[src/rtl/ovf_pkg.sv]
package ovf_pkg;
  localparam int unsigned NUM_CH   = 2;
  localparam int unsigned CH_RANGE = 0;
  localparam int unsigned CH_TIME  = 1;

  typedef struct packed {
    logic       time_ovf;
    logic       range_ovf;
    logic       master;
    logic       spare;
    logic [3:0] version;
  } ovf_status_t;
endpackage

[src/rtl/ovf_line_cnt.sv]
module ovf_line_cnt #(
  parameter int unsigned LIMIT = 32
) (
  input  logic clk_i,
  input  logic rst_ni,
  input  logic restart_i,
  input  logic hit_i,
  output logic excess_o
);
  localparam int unsigned W = $clog2(LIMIT + 2);
  localparam logic [W-1:0] SAT = W'(LIMIT + 1);
  localparam logic [W-1:0] LIM = W'(LIMIT);

  logic [W-1:0] cnt_q;

  always_ff @(posedge clk_i or negedge rst_ni) begin
    if (!rst_ni)                     cnt_q <= '0;
    else if (restart_i)              cnt_q <= hit_i ? W'(1) : '0;
    else if (hit_i && cnt_q != SAT)  cnt_q <= cnt_q + W'(1);
  end

  // strobe beyond the limit on the current line
  assign excess_o = hit_i && !restart_i && (cnt_q >= LIM);
endmodule

[src/rtl/ovf_sticky.sv]
module ovf_sticky (
  input  logic clk_i,
  input  logic rst_ni,
  input  logic set_i,
  input  logic clr_i,
  output logic flag_o
);
  logic flag_q;

  always_ff @(posedge clk_i or negedge rst_ni) begin
    if (!rst_ni)     flag_q <= 1'b0;
    else if (set_i)  flag_q <= 1'b1;  // set wins over clear
    else if (clr_i)  flag_q <= 1'b0;
  end

  assign flag_o = flag_q;
endmodule

[src/rtl/ovf_status.sv]
module ovf_status #(
  parameter int unsigned RANGE_LIMIT = 32,
  parameter int unsigned TIME_LIMIT  = 34,
  parameter int unsigned VERSION     = 1
) (
  input  logic       clk_i,
  input  logic       rst_ni,
  input  logic       line_start_i,
  input  logic       sprite_hit_i,
  input  logic       tile_hit_i,
  input  logic       vblank_end_i,
  input  logic       force_blank_i,
  input  logic       master_i,
  output logic [7:0] status_o
);
  import ovf_pkg::*;

  logic [NUM_CH-1:0] hit;
  logic [NUM_CH-1:0] excess;
  logic [NUM_CH-1:0] flag;
  ovf_status_t       stat;

  // forced blank never touches the flags
  logic unused_force_blank;
  assign unused_force_blank = force_blank_i;

  assign hit[CH_RANGE] = sprite_hit_i;
  assign hit[CH_TIME]  = tile_hit_i;

  for (genvar g = 0; g < NUM_CH; g++) begin : g_ch
    localparam int unsigned LIM = (g == CH_RANGE) ? RANGE_LIMIT : TIME_LIMIT;

    ovf_line_cnt #(.LIMIT(LIM)) u_cnt (
      .clk_i    (clk_i),
      .rst_ni   (rst_ni),
      .restart_i(line_start_i),
      .hit_i    (hit[g]),
      .excess_o (excess[g])
    );

    ovf_sticky u_flag (
      .clk_i (clk_i),
      .rst_ni(rst_ni),
      .set_i (excess[g]),
      .clr_i (vblank_end_i),
      .flag_o(flag[g])
    );
  end

  always_comb begin
    stat.time_ovf  = flag[CH_TIME];
    stat.range_ovf = flag[CH_RANGE];
    stat.master    = master_i;
    stat.spare     = 1'b0;
    stat.version   = 4'(VERSION);
  end

  assign status_o = stat;
endmodule

[config.mk]
export PLATFORM = sky130hd
export DESIGN_NAME = ovf_status
export DESIGN_NICKNAME = d
export VERILOG_FILES = /design/src/rtl/ovf_pkg.sv /design/src/rtl/ovf_line_cnt.sv /design/src/rtl/ovf_sticky.sv /design/src/rtl/ovf_status.sv
export SDC_FILE = /design/constraint.sdc
export NUM_CORES = 1
export LEC_CHECK = 0
export ABC_AREA = 1
export CAP_MARGIN = 20
export CORE_MARGIN = 2
export CORE_UTILIZATION = 46
export CTS_CLUSTER_DIAMETER = 150
export CTS_CLUSTER_SIZE = 12
export DETAILED_ROUTE_END_ITERATION = 7
export PLACE_DENSITY = 0.77
export SYNTH_ARGS = -nofsm -noshare
export SYNTH_HDL_FRONTEND = slang
export SYNTH_SLANG_ARGS = --single-unit
[constraint.sdc]
create_clock -name clk_i -period 1.19 [get_ports clk_i]
set_input_delay 0.2975 -clock clk_i [delete_from_list [all_inputs] [get_ports clk_i]]
set_output_delay 0.2975 -clock clk_i [all_outputs]
set_load 0.005 [all_outputs]
# Word-level counts from Yosys, hierarchy flattened
# Index checks and enable logic that the tools add are counted.
[word_totals]
regBits = 14
out_inout_bits = 8
inputBits = 8
[classes]
order_cmp = 2
reduce_logical = 11
eq_ne = 2
muxes = 9
add_sub_neg = 2
[op_table]
columns = ["operator", "count"]
rows = [
  ["6-bit two-way mux", 4],
  ["6-bit by 1-bit adder with 6-bit output, second input constant", 2],
  ["6-bit greater-or-equal comparator, second input constant", 2],
  ["6-bit inequality test, second input constant", 2],
  ["2-bit nonzero test", 4],
  ["1-bit logical AND", 6],
  ["1-bit two-way mux", 5],
  ["1-bit logical NOT", 1],
]

# Logic depth before layout (Yosys ltp)
# Gate-level depths: netlist of run 1.
[depth]
depth_word = 4
ltp_mapped = 8
mapped_depth_nobuf = 8

# Modules after synthesis
# A second synthesis of run 1 with hierarchy kept.
[unflattened]
hier_cells = 136
hier_area_um2 = 960.9
[by_module_without_submodules]
columns = ["module", "seq_area_each_um2", "cells_per_inst", "n_inst", "area_per_inst_um2"]
rows = [
  ["ovf_line_cnt (g_ch[1].u_cnt)", 150.1, 57, 1, 420.4],
  ["ovf_line_cnt (g_ch[0].u_cnt)", 150.1, 61, 1, 407.9],
  ["ovf_sticky", 25.0, 5, 2, 40.0],
  ["ovf_status", 0.0, 8, 1, 52.6],
]

# Worst setup path before layout of run 1
# No wires, ideal clock.
[synth_path]
path_type = "flip-flop to flip-flop"
startpoint = "register g_ch[0].u_cnt.cnt_q[1]"
endpoint = "register g_ch[0].u_cnt.cnt_q[0]"
required_time_ps = 1067
slack_ps = 4
arrival_ps = 1062
stages_incl_launch_ff = 8
setup_ps = 123
path_buffers = 0
cell_sequence = "dfrtp_1 inv_1 ha_1 nand3_1 nor2_1 nor2_2 a21boi_0 nand2_1"
[synth_via]
elab_chain_len = 3
[synth_rtl]
columns = ["element", "line_no", "rtl"]
rows = [
  ["start: declaration", "ovf_line_cnt.sv:14", "logic [W-1:0] cnt_q;"],
  ["start signal: assignment", "ovf_line_cnt.sv:18", "else if (restart_i) cnt_q <= hit_i ? W'(1) : '0;"],
  ["start signal: assignment", "ovf_line_cnt.sv:19", "else if (hit_i && cnt_q != SAT) cnt_q <= cnt_q + W'(1);"],
  ["6-bit inequality test", "ovf_line_cnt.sv:19", ""],
  ["1-bit logical AND", "ovf_line_cnt.sv:19", ""],
  ["2-bit nonzero test (no source line)", "-", ""],
]
# No other way between the ends.
# A chain may end at the register's enable or synchronous reset.

# Final worst setup path of run 1
[layout_path]
startpoint = "register g_ch[0].u_cnt.cnt_q[1]"
endpoint = "register g_ch[0].u_cnt.cnt_q[2]"
[layout_via]
elab_chain_len = 3
[layout_rtl]
columns = ["element", "line_no"]
rows = [
  ["6-bit by 1-bit adder with 6-bit output / 6-bit inequality test (equally long branches)", "ovf_line_cnt.sv:19"],
  ["6-bit two-way mux / 1-bit logical AND (equally long branches)", "ovf_line_cnt.sv:19"],
  ["6-bit two-way mux / 2-bit nonzero test (equally long branches)", "-"],
]
# Parallel ways exist; a longest one is shown, timed or not. The select of a mux whose other input is x is not followed.

==> results of run 1 <==
## final cells by class
cell class	instances	area [sq um]	area share, %
flip-flops and latches	14	353	29.1
multi-input cells	84	515	42.5
inverters	16	60.1	4.95
well taps	27	33.8	2.78
repair buffers	28	229	18.9
clock buffers	3	22.5	1.86
## path summary, 6_finish.rpt
path / to / slack [ns]
worst min-delay path: g_ch[0].u_cnt.cnt_q[0]$_DFFE_PN0P_ / 0.33
max in group asynchronous: g_ch[1].u_cnt.cnt_q[2]$_DFFE_PN0P_ / 0.68
worst max register to register: g_ch[0].u_cnt.cnt_q[2]$_DFFE_PN0P_ / -0.08
min in group clk_i: g_ch[1].u_flag.flag_o$_DFFE_PN0P_ / 0.53
worst max-delay path: g_ch[0].u_cnt.cnt_q[2]$_DFFE_PN0P_ / -0.08
worst min register to register: g_ch[1].u_flag.flag_o$_DFFE_PN0P_ / 0.53
## registers in the layout, summed over array words and instances (netlist names)
signal	flops
g_ch.u_flag.flag_o	2
g_ch.u_cnt.cnt_q	12
## where the power goes
| part | internal, uW | total [uW] | switching (uW) | leakage, uW |
|---|---|---|---|---|
| Combinational | 123 | 252 | 129 | 0.000406 |
| Sequential | 495 | 511 | 16.0 | 0.000186 |
| Clock | 117 | 262 | 145 | 0.0000138 |
| Total | 735 | 1020 | 290 | 0.000606 |
## per-stage QoR
| step | hold slack [ns] | power [uW] | cell area (sq um) | util [%] | setup WS, ns |
|---|---|---|---|---|---|
| after global routing | 0.342 | 1080 | 1210 | 63.2 | -0.147 |
| final | 0.325 | 1020 | 1210 | 63.2 | -0.0775 |
| after global placement | 0.509 | 716 | 1100 | 57.1 | -0.157 |
| after detailed placement | 0.517 | 725 | 1100 | 57.1 | -0.196 |
| after CTS | 0.321 | 1010 | 1160 | 60.2 | -0.0764 |
| after floorplan | 0.00191 | 627 | 931 | - | 0.00413 |
## layer usage
layer | vias to the layer above | track usage [%] | wire length (um)
met5 | - | 0 | 0
met4 | 0 | 9.05 | 31
met3 | 6 | 3.09 | 75
met2 | 28 | 34.0 | 1080
met1 | 393 | 22.7 | 863
li1 | 425 | - | -
## cells in the final DEF, fill, tap and decap left out
cell / count
clkbuf_4: 3
xor2_1: 2
inv_1: 14
o21ai_0: 4
buf_6: 3
nand4_1: 7
nor2_1: 2
inv_2: 2
dfrtp_1: 12
nand2_2: 2
ha_1: 2
clkbuf_2: 2
dfrtp_2: 2
nand3_1: 7
nand2_1: 30
o21bai_1: 2
ha_4: 1
a21boi_1: 1
a21oi_1: 3
clkdlybuf4s50_1: 5
ha_2: 2
nand3_2: 1
conb_1: 5
nand3_4: 1
buf_4: 18
nand3b_1: 1
nor2_2: 2
nor2_4: 6
o21ai_1: 3
## cells by family (layout without fill, tap and decap cells)
| family | Yosys count | count (layout) | synth area share [%] |
|---|---|---|---|
| AOI/OAI and AO/OA | 13 | 13 | 7.89 |
| xor gates and xnor gates | 2 | 2 | 1.91 |
| adders and majority gates | 5 | 5 | 6.80 |
| buffers and inverters | 25 | 47 | 13.6 |
| DFF | 14 | 14 | 38.1 |
| other | 2 | 5 | 0.817 |
| and+or+nand+nor | 59 | 59 | 30.9 |
## what timing repair did
action,4_1_cts,5_1_grt
buffers inserted,1,3
gates resized for setup,14,17
gates cloned,0,0
endpoints found under the setup margin,13,15
pin swaps,7,8
==> impl_results.md, run 1 <==
- First DRT Iteration DRCs: 19
- Synth top area share: 38.1%
- Violated checks: setup timing
- Setup tns final: -0.210 ns
- TritonCTS clock tree: yes
- Cells along the critical path: inv_2 -> ha_4 -> nand3_4 -> nor2_4 -> nor2_4 -> buf_6 -> nand3_1 -> o21ai_1
- H-tree Lvls: 1
- Non-filler instance count after layout: 172
- Unique masters post-synth: 19
- MaxCap Viol Count: 0
- R2R depth: 8
- Number of global-route vias before repair: 859
- Sink Count: 14
- Final Hold Viols: 0
- Die ar.: 2370 sq um
- Core Box Area: 1920 sq um
- Antenna violations before repair: 0
- TritonCTS Buffers: 3
- Antenna diodes: 0
- Crit path launch type: flop
- Crit path kind: reg -> reg
- Worst EP arrival: 1.42 ns
- Sequential fraction of the synthesis area: 38.1%
- Synth Register Bits: 14
- Outcome: complete, but fails checks
- Total GRT Usage: 19.3%
- Cell Pwr Density: 844 nW/um^2
- Yosys warning count: 0
- Starting density of the core: 47.9%
- Cell type contributing the most total cell area after synthesis: dfrtp_1
- Final setup margin: -0.0775 ns
- First-pass GRT wire length: 3.57 mm
- Nets: 160
- Via count: 852
- CTS Buffer Depth: 2
- Cts hold-fix bufs: 0
- Leakage: 0.000606 uW
- Worst r2r src: g_ch[0].u_cnt.cnt_q[1]$_DFFE_PN0P_
- Setup Skew: 0.00181 ns
- Slowest cell on crit path: dfrtp_1
- Crit end category: flop
- Area contributors post-synth: dfrtp_1, nand2_1, ha_1
- Dpl hpwl: 1.47 mm
- Die Span Y: 48.7 um
- Share of cells above drive strength 1: 31.0%
- Grt ovf: 0
- Gpl congestion: 0.821
- Mapped Cells: 120
- Final min period: 1.27 ns
- Die W: 48.7 um
- Worst hold path type: in -> async
- EDFF count, synth: 0
- Worst ir drop on vdd: 0.613 mV
- Critical path's most frequent cell: nor2_4
- IO Pins: 16
- DR pass1 iterations: 4
- Number of vias per cell: 4.95
- Avg Inst Size Synth: 7.66 sq um
- Worst-Skew Late Latency: 0.27 ns
- Most common library cells after synthesis: nand2_1, inv_1, dfrtp_1
- Rows: 16
- Netlist Area Pre-Place: 920 sq um
- Crit. path cell count: 8
- Slew Viols, Final: 0
- Critical Path RT: 1.35 ns
- Post-detailed-routing wire length: 2.05 mm
- Setup crit start: g_ch[0].u_cnt.cnt_q[1]$_DFFE_PN0P_
- Ys flop type: dfrtp_1
- Final worst-path cycle share: 107%
- DRC viols: 0
- Largest net degree at the start of global routing: 15
- RSZ-0062 raised after global routing: true
- Most common cell in the netlist: nand2_1
- Crit path buf inv count: 2
- Root Driver: clkbuf_4
- CP peak stage delay: 0.41 ns
- Clock-pin slew of the registers on the worst-case setup and hold paths: 0.08 ns
- Fmax: 789 MHz
- WL per Instance: 11.9 um
- Routed Antenna Nets: 0
- Fillers: 180
- Synth-to-Final Area Change: 32.0%
- Async S/R FF share, synth: 100%
- Placed cell count: 165
- Delay-heaviest family, CP: flip-flops
- Crit Path Max Fanout: 4
- Setup Viol. Count Final: 6
- Port-buffer cells: 7
No activity file was read; power rests on OpenSTA's default activity.
==> run 2: changes to the inputs <==
==> constraint.sdc (replaced) <==
create_clock -name clk_i -period 1.03 [get_ports clk_i]
set_input_delay 0.2575 -clock clk_i [delete_from_list [all_inputs] [get_ports clk_i]]
set_output_delay 0.2575 -clock clk_i [all_outputs]
set_load 0.005 [all_outputs]
==> run 2 against run 1 <==
Core utilization rose by 1.7 points. Setup slack got worse by 0.13 ns. Via count rose by 2.6%. Critical endpoint is now g_ch[0].u_cnt.cnt_q[3]$_DFFE_PN0P_. The run still ends with setup timing left. Cell area is 2.7% higher. Global-route usage rose by 1.5 points. Critical path type unchanged. Largest cell class unchanged. Highest routed layer unchanged. Sequential share of layout area decreased by 0.86 points. Combinational power increased by 19%.
==> impl_results.md, run 2 (synthesis results as in run 1) <==
- Nets: 164
- Final setup margin: -0.210 ns
- Sink Count: 14
- M1 wire length: 963 um
- Routed Antenna Nets: 0
- Die Span Y: 48.7 um
- Final Instance Area: 1250 sq um
- Number of vias per cell: 4.97
- Gpl congestion: 0.912
- Final Hold Viols: 0
- TritonCTS clock tree: yes
- Clock-pin slew of the registers on the worst-case setup and hold paths: 0.09 ns
- Delay-heaviest family, CP: simple AND/OR/NAND/NOR gates
- Crit path launch type: flop
- Rows: 16
- Placed cell count: 172
- CTS Buffer Depth: 2
- Share of cells above drive strength 1: 34.9%
- Violated checks: setup timing
- Top layer in use: met4
- Core Box Area: 1920 sq um
- Setup bufs post-CTS: 0
- Worst r2r src: g_ch[0].u_cnt.cnt_q[1]$_DFFE_PN0P_
- WL per Instance: 13.5 um
- Grt ovf: 0
- Crit end category: flop
- Reg with most FFs: g_ch.u_cnt.cnt_q
- Starting density of the core: 47.9%
- Max reg flops: 12
- Critical path's most frequent cell: nor2_4
- Met2 WL: 1.25 mm
- Cts hold-fix bufs: 0
- Multi-input logic area: 527 sq um
- RSZ-0062 raised after global routing: true
- Setup Skew: 0.00141 ns
- Worst hold path type: in -> async
- Antenna diodes: 0
- Synth-to-Final Area Change: 35.5%
- Worst-Skew Late Latency: 0.27 ns
- Root Driver: clkbuf_4
- DR pass1 iterations: 4
- Worst ir drop on vdd: 0.704 mV
- Port-buffer cells: 7
- Crit Path Max Fanout: 6
- Slew Viols, Final: 0
- Final min period: 1.24 ns
- Post-DP Area: 1180 sq um
- Setup Viol. Count Final: 15
- Die W: 48.7 um
- Register area: 352 sq um
- Number of global-route vias before repair: 959
- Post-detailed-routing wire length: 2.38 mm
- CP peak stage delay: 0.41 ns
- IO Pins: 16
- Crit path kind: reg -> reg
- Pwr Total: 1200 uW
- Fillers: 175
- Largest net degree at the start of global routing: 15
- MaxCap Viol Count: 0
- Crit path buf inv count: 1
- Final Core Density: 64.8%
- Total GRT Usage: 20.8%
- Antenna violations before repair: 0
- Commonest non-fill, non-tap cell in the layout: nand2_1
- Fin Hold WS: 0.326 ns
- Final worst-path cycle share: 120%
- Outcome: complete, but fails checks
- Setup crit start: g_ch[0].u_cnt.cnt_q[1]$_DFFE_PN0P_
- Met3 WL post-DR: 69 um
- First DRT Iteration DRCs: 6
- Via count: 874
- Most frequent cells in the layout: nand2_1, buf_4, inv_1, dfrtp_1, nand4_1
- Slowest cell on crit path: dfrtp_1
- Fmax: 807 MHz
- TritonCTS Buffers: 3
- H-tree Lvls: 1
- Dpl hpwl: 1.76 mm
- Die ar.: 2370 sq um
- Cells along the critical path: inv_2 -> ha_4 -> nand3_4 -> nor2_4 -> nor2_4 -> nor2_4 -> nand2_1 -> nand2_1
- Critical Path RT: 1.24 ns
- Non-filler instance count after layout: 176
- Worst EP arrival: 1.45 ns
- DRC viols: 0
- First-pass GRT wire length: 3.81 mm
- Cell Pwr Density: 965 nW/um^2
- Leakage: 0.000615 uW
## run 2: cell types whose count changed in the layout (fill, tap and decap cells not counted), moves of 2 or more
cell        previous run  this run
nand2_1               30        28
o21ai_0                4         2
buf_4                 18        24
clkinvlp_4             0         2
nand2_2                2         4
o21ai_1                3         5
buf_6                  3         0
## run 2: final cells by class
type / instances / area share, %
clock buffer: 3 / 1.81
tap: 27 / 2.71
sequential: 14 / 28.2
multi-input combinational: 84 / 42.3
timing repair inverter: 1 / 0.602
timing repair buffer: 31 / 19.3
inverter: 16 / 5.12
## run 2: stage by stage
step                      TNS, ns  worst slack (ns)
after floorplan             -1.10            -0.134
after detailed placement    -4.84            -0.442
after global placement      -3.76            -0.317
final                       -2.05            -0.210
after global routing        -3.02            -0.260
after CTS                   -1.82            -0.154
## run 2: worst reg2reg max path: cells and delay by family, from the launching register on
family / cells / cell delay [ns]
adder cells (fa/ha/maj): 1 / 0.15
AND/OR/NAND/NOR: 6 / 0.52
buffers and inverters: 1 / 0.09
flip-flops: 1 / 0.41
## run 2: per-layer routing
layer | global-route usage (%) | up-vias
li1 | - | 429
met1 | 22.9 | 412
met2 | 36.3 | 21
met3 | 2.78 | 12
met4 | 15.2 | 0
met5 | 0 | -
## run 2: timing repair
item                       CTS  global route
cloned                       0             1
resized for setup           13            10
pin swaps                    9             4
setup endpoints to repair   15            16
## run 2: where the power goes
part           leakage (uW)  internal [uW]  switching (uW)  total (uW)
combinational      0.000413            141             160         301
sequential         0.000188            572            21.1         594
clock             0.0000138            135             173         308
total              0.000615            849             354        1200
## run 2: final timing paths
kind / to / slack, ns / cells after the start
setup / recovery: g_ch[0].u_cnt.cnt_q[3]$_DFFE_PN0P_ / -0.21 / 8
hold / removal: g_ch[1].u_cnt.cnt_q[5]$_DFFE_PN0P_ / 0.33 / 2
setup reg to reg: g_ch[0].u_cnt.cnt_q[3]$_DFFE_PN0P_ / -0.21 / 8
hold reg to reg: g_ch[1].u_flag.flag_o$_DFFE_PN0P_ / 0.52 / 2
max in group asynchronous: g_ch[0].u_cnt.cnt_q[0]$_DFFE_PN0P_ / 0.51 / 2
min in group clk_i: status_o[5] / 0.52 / 0
==> run 3: changes to the inputs <==
--- a/config.mk
+++ b/config.mk
@@ -7,7 +7,7 @@
 export LEC_CHECK = 0
 export ABC_AREA = 1
 export CAP_MARGIN = 20
-export CORE_MARGIN = 2
+export CORE_MARGIN = 5
 export CORE_UTILIZATION = 46
 export CTS_CLUSTER_DIAMETER = 150
 export CTS_CLUSTER_SIZE = 12
==> run 3 against run 2 <==
Global-route usage fell by 3.0 points. Highest routed layer unchanged. Register-to-register slack improved by 0.02 ns. Combinational power rose by 9.0%. The flow still finishes with violations (setup timing). Sequential power rose by 1%.
==> impl_results.md, run 3 (synthesis results as in run 1) <==
- Worst r2r src: g_ch[0].u_cnt.cnt_q[0]$_DFFE_PN0P_
- Gpl congestion: 0.956
- Worst EP arrival: 1.39 ns
- H-tree Lvls: 1
- Max reg flops: 12
- Final setup margin: -0.192 ns
- Synth-to-Final Area Change: 43.1%
- Cts hold-fix bufs: 0
- Core Box Area: 1940 sq um
- Setup crit start: g_ch[0].u_cnt.cnt_q[0]$_DFFE_PN0P_
- Crit path launch type: flop
- Critical Path RT: 1.19 ns
- Nets: 168
- Worst ir drop on vdd: 0.615 mV
- Flop2flop setup slack: -0.19 ns
- Fmax: 818 MHz
- IO Pins: 16
- Antenna diodes: 0
- Grt ovf: 0
- Total GRT Usage: 17.8%
- Via count: 880
- Starting density of the core: 47.4%
- Final min period: 1.22 ns
- CTS Buffer Depth: 2
- Routed Antenna Nets: 0
- Die ar.: 2990 sq um
- Outcome: complete, but fails checks
- Crit path kind: reg -> reg
- Final worst-path cycle share: 119%
- Commonest non-fill, non-tap cell in the layout: nand2_1
- Sink Count: 14
- R2r endpoint: g_ch[0].u_cnt.cnt_q[0]$_DFFE_PN0P_
- TritonCTS Buffers: 3
- Violated checks: setup timing
- Setup Skew: 0.00434 ns
- Number of vias per cell: 4.86
- Clock-pin slew of the registers on the worst-case setup and hold paths: 0.09 ns
- Worst-Skew Late Latency: 0.27 ns
- Leakage: 0.000655 uW
- Dpl hpwl: 1.66 mm
- Pwr Total: 1310 uW
- Number of global-route vias before repair: 933
- Rows: 16
- Dpl ws: -0.356 ns
- RSZ-0062 raised after global routing: true
- Fillers: 169
- Crit end category: flop
- DR pass1 iterations: 4
- Reg with most FFs: g_ch.u_cnt.cnt_q
- Root Driver: clkbuf_4
- Die Span Y: 54.7 um
- TritonCTS clock tree: yes
- R2R depth: 7
- Antenna violations before repair: 0
- Slew Viols, Final: 0
- MaxCap Viol Count: 0
- Most frequent cells in the layout: nand2_1, buf_4, inv_1
- Worst hold path type: in -> async
- DRC viols: 0
- Final Hold Viols: 0
- Largest net degree at the start of global routing: 15
- Crit Path Max Fanout: 6
- Port-buffer cells: 7
- Setup Viol. Count Final: 15
- First-pass GRT wire length: 3.85 mm
- First DRT Iteration DRCs: 23
- Cell Pwr Density: 998 nW/um^2
- Post-detailed-routing wire length: 2.19 mm
- Die W: 54.7 um
- Share of cells above drive strength 1: 35.1%
- WL per Instance: 12.1 um
run 3: worst max path at each step:
stage | to | depth (start not counted)
2_1_floorplan | g_ch[0].u_cnt.cnt_q[0]$_DFFE_PN0P_ | 7
6_report | g_ch[0].u_cnt.cnt_q[0]$_DFFE_PN0P_ | 7
5_1_grt | g_ch[0].u_cnt.cnt_q[2]$_DFFE_PN0P_ | 6
3_5_place_dp | g_ch[0].u_cnt.cnt_q[1]$_DFFE_PN0P_ | 4
3_3_place_gp | g_ch[0].u_cnt.cnt_q[1]$_DFFE_PN0P_ | 4
4_1_cts | g_ch[0].u_cnt.cnt_q[0]$_DFFE_PN0P_ | 7
run 3: cell type report:
type	count	area, sq um	share of cell area (%)
Multi-Input combinational cell	84	536	40.7
Inverter	16	62.6	4.75
Clock buffer	4	36.3	2.76
Sequential cell	14	352	26.7
Tap cell	27	33.8	2.57
Timing Repair Buffer	36	297	22.5
run 3: worst max-delay path, cell delays in order (launching register included):
cell and delay (ns):
dfrtp_2 0.46, ha_4 0.19, nand3_4 0.07, nor2_4 0.05
nor2_4 0.16, nor2_4 0.06, nand2_1 0.07, nand2_1 0.05
run 3: per-layer routing:
layer,global-route usage [%],wire (um),vias to the layer above
met5,0,0,-
met4,8.30,42,0
met3,2.72,68,4
met2,33.5,1150,18
met1,19.1,929,416
li1,-,-,442
run 3: power by group:
part | switching, uW | internal [uW] | total [uW]
clock network | 171 | 215 | 385
logic | 157 | 171 | 328
registers | 28.7 | 572 | 601
total | 356 | 958 | 1310
run 3: through the flow:
step                      hold slack (ns)  util, %  setup TNS [ns]  instances  cell area (sq um)
after floorplan                   -0.0381        -           -1.10        123                966
after global placement              0.510     61.8           -3.63        174               1200
after detailed placement            0.515     61.8           -4.08        174               1200
after CTS                           0.281     65.7           -2.00        180               1270
after global routing                0.290     67.8           -2.68        181               1320
final                               0.285     67.8           -1.88        181               1320
run 3: repair_timing:
action,4_1_cts,5_1_grt
endpoints found under the setup margin,15,15
setup buffers,2,1
cloned,0,0
gates resized for setup,19,9
pin swaps,11,5
